## src/rtl/sgd_pkg.sv

```systemverilog
package sgd_pkg;
  typedef struct packed {
    logic ce_n;
    logic oe_n;
    logic we_n;
  } ram_strobe_t;

  localparam ram_strobe_t STROBE_IDLE = '{ce_n: 1'b1, oe_n: 1'b1, we_n: 1'b1};
endpackage

```

## src/rtl/sgd_window_decode.sv

```systemverilog
module sgd_window_decode #(
  parameter int ADDR_W   = 17,
  parameter int WIN_BITS = 6
) (
  input  logic [ADDR_W-1:0]   addr,
  output logic                in_win,
  output logic [WIN_BITS-1:0] idx
);
  localparam int HI_W = ADDR_W - WIN_BITS;

  // window is the lowest 2**WIN_BITS bytes
  assign in_win = (addr[ADDR_W-1:WIN_BITS] == {HI_W{1'b0}});
  assign idx    = addr[WIN_BITS-1:0];
endmodule

```

## src/rtl/sgd_supply_guard.sv

```systemverilog
module sgd_supply_guard (
  input  logic clk,
  input  logic rst,
  input  logic supply_ok,
  input  logic host_ce_n,
  output logic grant
);
  logic session_q;

  // session opens only on an idle bus with good supply; any dip closes it
  always_ff @(posedge clk) begin
    if (rst) session_q <= 1'b0;
    else     session_q <= supply_ok & (session_q | host_ce_n);
  end

  assign grant = session_q & supply_ok;

  a_r7_closed_after_dip: assert property (@(posedge clk) disable iff (rst)
    !supply_ok |=> !session_q);
endmodule

```

## src/rtl/sgd_reg_bank.sv

```systemverilog
module sgd_reg_bank #(
  parameter int DATA_W   = 8,
  parameter int WIN_BITS = 6
) (
  input  logic                clk,
  input  logic                rst,
  input  logic                wr_en,
  input  logic [WIN_BITS-1:0] wr_idx,
  input  logic [DATA_W-1:0]   wr_data,
  input  logic                rd_en,
  input  logic [WIN_BITS-1:0] rd_idx,
  output logic [DATA_W-1:0]   rd_data
);
  localparam int DEPTH = 1 << WIN_BITS;

  logic [DATA_W-1:0] mem [DEPTH];

  always_ff @(posedge clk) begin
    if (wr_en) mem[wr_idx] <= wr_data;
  end

  always_ff @(posedge clk) begin
    if (rst)        rd_data <= '0;
    else if (rd_en) rd_data <= mem[rd_idx];
  end
endmodule

```

## src/rtl/sram_gate_decoder.sv

```systemverilog
module sram_gate_decoder #(
  parameter int ADDR_W   = 17,
  parameter int DATA_W   = 8,
  parameter int WIN_BITS = 6
) (
  input  logic              clk,
  input  logic              rst,
  input  logic [ADDR_W-1:0] host_addr,
  input  logic [DATA_W-1:0] host_wdata,
  input  logic              host_ce_n,
  input  logic              host_oe_n,
  input  logic              host_we_n,
  input  logic              supply_ok,
  output logic              ram_ce_n,
  output logic              ram_oe_n,
  output logic              ram_we_n,
  output logic [DATA_W-1:0] reg_rdata,
  output logic              reg_oe
);
  import sgd_pkg::*;

  logic                in_win;
  logic [WIN_BITS-1:0] idx;
  logic                grant;
  logic                we_prev_q;
  logic                acc_ext, acc_reg, reg_wr, reg_rd;
  ram_strobe_t         strobe_q;

  sgd_window_decode #(.ADDR_W(ADDR_W), .WIN_BITS(WIN_BITS)) u_dec (
    .addr(host_addr), .in_win(in_win), .idx(idx));

  sgd_supply_guard u_guard (
    .clk(clk), .rst(rst), .supply_ok(supply_ok),
    .host_ce_n(host_ce_n), .grant(grant));

  assign acc_ext = grant & ~host_ce_n & ~in_win;
  assign acc_reg = grant & ~host_ce_n &  in_win;
  assign reg_wr  = acc_reg & ~we_prev_q & host_we_n;
  assign reg_rd  = acc_reg & ~host_oe_n;

  sgd_reg_bank #(.DATA_W(DATA_W), .WIN_BITS(WIN_BITS)) u_bank (
    .clk(clk), .rst(rst),
    .wr_en(reg_wr), .wr_idx(idx), .wr_data(host_wdata),
    .rd_en(reg_rd), .rd_idx(idx), .rd_data(reg_rdata));

  always_ff @(posedge clk) begin
    if (rst) begin
      strobe_q  <= STROBE_IDLE;
      we_prev_q <= 1'b1;
      reg_oe    <= 1'b0;
    end else begin
      strobe_q.ce_n <= ~acc_ext;
      strobe_q.oe_n <= ~(acc_ext & ~host_oe_n);
      strobe_q.we_n <= ~(acc_ext & ~host_we_n);
      we_prev_q     <= host_we_n;
      reg_oe        <= reg_rd;
    end
  end

  assign ram_ce_n = strobe_q.ce_n;
  assign ram_oe_n = strobe_q.oe_n;
  assign ram_we_n = strobe_q.we_n;

  a_r2_window_quiet: assert property (@(posedge clk) disable iff (rst)
    in_win |=> (ram_ce_n && ram_oe_n && ram_we_n));
  a_r3_oe_within_ce: assert property (@(posedge clk) disable iff (rst)
    !ram_oe_n |-> !ram_ce_n);
  a_r4_we_within_ce: assert property (@(posedge clk) disable iff (rst)
    !ram_we_n |-> !ram_ce_n);
  a_r5_one_reader: assert property (@(posedge clk) disable iff (rst)
    !(reg_oe && !ram_oe_n));
  a_r6_supply_blocks: assert property (@(posedge clk) disable iff (rst)
    !supply_ok |=> (ram_ce_n && ram_oe_n && ram_we_n));
  a_r7_no_resume: assert property (@(posedge clk) disable iff (rst)
    (supply_ok && !$past(supply_ok) && !host_ce_n) |=> (ram_ce_n && !reg_oe));
endmodule

```

## config.mk

```make
export PLATFORM = sky130hd
export DESIGN_NAME = sram_gate_decoder
export DESIGN_NICKNAME = d
export VERILOG_FILES = /design/src/rtl/sgd_pkg.sv /design/src/rtl/sgd_window_decode.sv /design/src/rtl/sgd_supply_guard.sv /design/src/rtl/sgd_reg_bank.sv /design/src/rtl/sram_gate_decoder.sv
export SDC_FILE = /design/constraint.sdc
export NUM_CORES = 1
export LEC_CHECK = 0
export BUFFER_PORTS_ARGS = -buffer_cell sky130_fd_sc_hd__buf_2
export CAP_MARGIN = 10
export CORE_MARGIN = 2
export CORE_UTILIZATION = 45
export DETAILED_ROUTE_END_ITERATION = 8
export PLACE_DENSITY_LB_ADDON = 0.25
export SLEW_MARGIN = 20
export SYNTH_ARGS = -nofsm -noshare
export SYNTH_HDL_FRONTEND = slang
export SYNTH_SLANG_ARGS = --single-unit
```

## constraint.sdc

```tcl
create_clock -name clk -period 2.65 [get_ports clk]
set_clock_uncertainty 0.1 [all_clocks]
set_input_delay 0.53 -clock clk [delete_from_list [all_inputs] [get_ports clk]]
set_output_delay 0.53 -clock clk [all_outputs]
set_load 0.1 [all_outputs]
```

==> impl_metrics.tcl <==
set metrics [dict create \
    timing.hold.ws_ps 155 \
    reg2regPathDepth 8 \
    starting_density_of_the_core_pct 45.4 \
    ys_warn_count 0 \
    number_of_library_cell_types_mapped_by_synthesis 60 \
    chipHeight_um 218 \
    crit_path_frequent_cell "sky130_fd_sc_hd__buf_4" \
    peakVddDrop_v 0.000544 \
    clock_latency_ps 600 \
    timing.hold.worst_endpoint "u_guard.session_q$_SDFF_PP0_" \
    grt_overflow 0 \
    timing.critical_path.arrival_ps 2590 \
    hold_viol_final 0 \
    design_power_total_w 0.0181 \
    cts-root-to-sink-buffers 3 \
    syn_avg_cell_area_um2 18.0 \
    proportion_of_layout_cells_with_a_drive_suffix_above_1_pct 32.6 \
    timing.slew.headroom_pct 47.3 \
    critPathMaxStageDelay_ps 380 \
    worstHoldPathCells 2 \
    post_dp_cell_area_um2 23300 \
    cts_num_sinks 526 \
    post_cts_sizing_count 0 \
    path_class "reg -> reg" \
    worst-path-max-fanout 8 \
    hold_class "in -> reg" \
    final.period_utilization_pct 90.0 \
    netlist_instances 1143 \
    detail_route.first_pass.iterations 5 \
    worst_setup_hold_path_clk_slew_ps 60 \
    crit_path_top_delay_cell "sky130_fd_sc_hd__nand4bb_1" \
    first_global_vias 12000 \
    placement_rows 78 \
    worstMarginPinSlew_ps 790 \
    r2r_setup_slack_ps 270 \
    timing.critical_path.from_type "flip-flop" \
    drt_iter0_drcs 1639 \
    final_cell_mix "512 x sky130_fd_sc_hd__edfxtp_1, 206 x sky130_fd_sc_hd__buf_4, 84 x sky130_fd_sc_hd__nor2_1" \
    n_antenna_cell 0 \
    core_area_um2 45300 \
    fmax_mhz 419 \
    layout.nets 1430 \
    vias 12200 \
    drt.antenna.violating_nets 0 \
    finalSetupViolations 0 \
    p_per_area_nw_per_um2 719 \
    netlist_area_um2 20600 \
    wire_length_of_the_first_global_routing_pass_um 83200 \
    tritoncts "yes" \
    final-max-slew-violation-count 0 \
    tritoncts.num_buffers 53 \
    clock_tree.root_cell "sky130_fd_sc_hd__clkbuf_16" \
    synth_fp_nets 1174 \
    grt_setup_unrepaired "false" \
    drc_errors 0 \
    nFillCells 3525 \
    tns_ps 0 \
    wl_um 57700 \
    run_status "complete, no violations" \
    drt-wirelength-per-cell_um 28.2 \
    synth-edff-count 512 \
    pin_count 43 \
    port_buffers 42 \
    grt_antenna_before_repair 0 \
    final_common_cell "sky130_fd_sc_hd__edfxtp_1" \
    postLayoutSetupSlackWorst_ps 266 \
    finalWorstPathRequiredPeriod_ps 2380 \
    regToRegEndpoint "u_bank.mem[20][1]$_DFFE_PP_" \
    worstPathCellList "nand3b_1, nand4bb_1, nor3b_2, buf_4, nand3_1, buf_4, nor2_1, buf_4" \
    power.leakage_nw 8.43 \
    design.die.area_um2 47500 \
    grt_max_degree 43 \
    critPathRequiredTime_ps 2850 \
    dominantRegCellSynth "sky130_fd_sc_hd__edfxtp_1" \
    worst_setup_path_end_kind "flip-flop" \
    postSynth.asyncResetShare_pct 0 \
    hpwl_um 39100 \
    r2r-start "u_guard.session_q$_SDFF_PP0_" \
    final_gp_congestion 0.944 \
    seq_area_frac_synth_pct 76.1 \
    avgViaCountPerCell 5.98 \
    min_from "supply_ok" \
    postCtsSetupRepairBufs 0 \
    ctsHtreeMaxLevel 2 \
    drv_cap 0 \
    synth_seq_cells 526 \
    final_cell_area_um2 25100 \
    area_growth_syn_to_layout_pct 22.2 \
    cts.hold.buffers_added 0 \
    grt_use_total_pct 24.5 \
    die_x_um 218 \
    detailedPlace.worstSlack_ps -222 \
]
==> cell families after synthesis <==
kind of cell	after synthesis	synth area share, %
simple gates	194	4.35
flops	526	76.1
mux	121	9.05
buf+inv	79	2.21
compound gates	223	8.32
==> metal layers <==
layer | share of wire [%] | track usage [%] | up-vias
met5 | 0 | 0 | -
met4 | 2.7 | 7.44 | 0
met3 | 8.8 | 4.70 | 98
met2 | 47 | 38.9 | 642
met1 | 41 | 34.7 | 6268
li1 | - | - | 5219
==> power by group <==
part	leakage [nW]	switching (W)	internal, W
Sequential	4.71	0.000000783	0.00912
Combinational	2.81	0.000637	0.000404
Clock	0.914	0.00315	0.00477
Total	8.43	0.00379	0.0143
==> critical path, delay by kind of cell (launching register included) <==
| kind | cells | cell delay [ps] |
|---|---|---|
| flops | 1 | 330 |
| simple gates | 5 | 1110 |
| buf+inv | 3 | 550 |
==> registers in the layout, summed over array words and instances, names as in the netlist <==
register           cells
u_bank.mem           512
u_bank.rd_data         8
ram_ce_n               1
ram_oe_n               1
ram_we_n               1
reg_oe                 1
u_guard.session_q      1
we_prev_q              1
==> metrics by stage <==
step	instances	util, %
global placement	1944	51.4
floorplan	1143	-
finish	2044	55.5
CTS	2044	55.5
global route	2044	55.5
detailed placement	1944	51.4
==> worst max-delay path by stage <==
stage | end | from | depth (start not counted) | slack [ps]
after floorplan | u_bank.mem[14][0]$_DFFE_PP_ | host_addr[12] | 5 | -60
after global placement | u_bank.rd_data[0]$_SDFFE_PP0P_ | host_addr[2] | 8 | -270
after detailed placement | u_bank.rd_data[0]$_SDFFE_PP0P_ | host_addr[2] | 8 | -220
after CTS | u_bank.mem[20][1]$_DFFE_PP_ | u_guard.session_q$_SDFF_PP0_ | 8 | 340
after global routing | u_bank.mem[31][0]$_DFFE_PP_ | u_guard.session_q$_SDFF_PP0_ | 8 | 230
final | u_bank.mem[20][1]$_DFFE_PP_ | u_guard.session_q$_SDFF_PP0_ | 8 | 270
==> Yosys cell counts, types with 13 or more instances <==
library cell / instances / share of area [%]
sky130_fd_sc_hd__mux2i_1: 36 / 1.8
sky130_fd_sc_hd__dfxtp_1: 14 / 1.4
sky130_fd_sc_hd__nor2_1: 96 / 1.8
sky130_fd_sc_hd__buf_2: 34 / 0.83
sky130_fd_sc_hd__o21ai_0: 18 / 0.44
sky130_fd_sc_hd__a21oi_1: 18 / 0.44
sky130_fd_sc_hd__mux4_2: 48 / 5.3
sky130_fd_sc_hd__edfxtp_1: 512 / 75
sky130_fd_sc_hd__a22oi_1: 36 / 1.3
sky130_fd_sc_hd__clkbuf_1: 18 / 0.33
sky130_fd_sc_hd__mux2_2: 35 / 1.9
sky130_fd_sc_hd__buf_4: 13 / 0.47
sky130_fd_sc_hd__o22ai_1: 20 / 0.61
sky130_fd_sc_hd__a221oi_1: 56 / 2.4
sky130_fd_sc_hd__nand2_1: 39 / 0.71
==> area by class of cell <==
| type | count | area, um2 | area share (%) |
|---|---|---|---|
| well taps | 600 | 751 | 2.99 |
| clock inverters | 34 | 398 | 1.58 |
| repair buffers | 277 | 2370 | 9.44 |
| inverters | 3 | 11.3 | 0.0448 |
| clock buffers | 66 | 1460 | 5.80 |
| flip-flops and latches | 526 | 15700 | 62.3 |
| multi-input cells | 538 | 4500 | 17.9 |
Power figures use the tool's default switching activity.
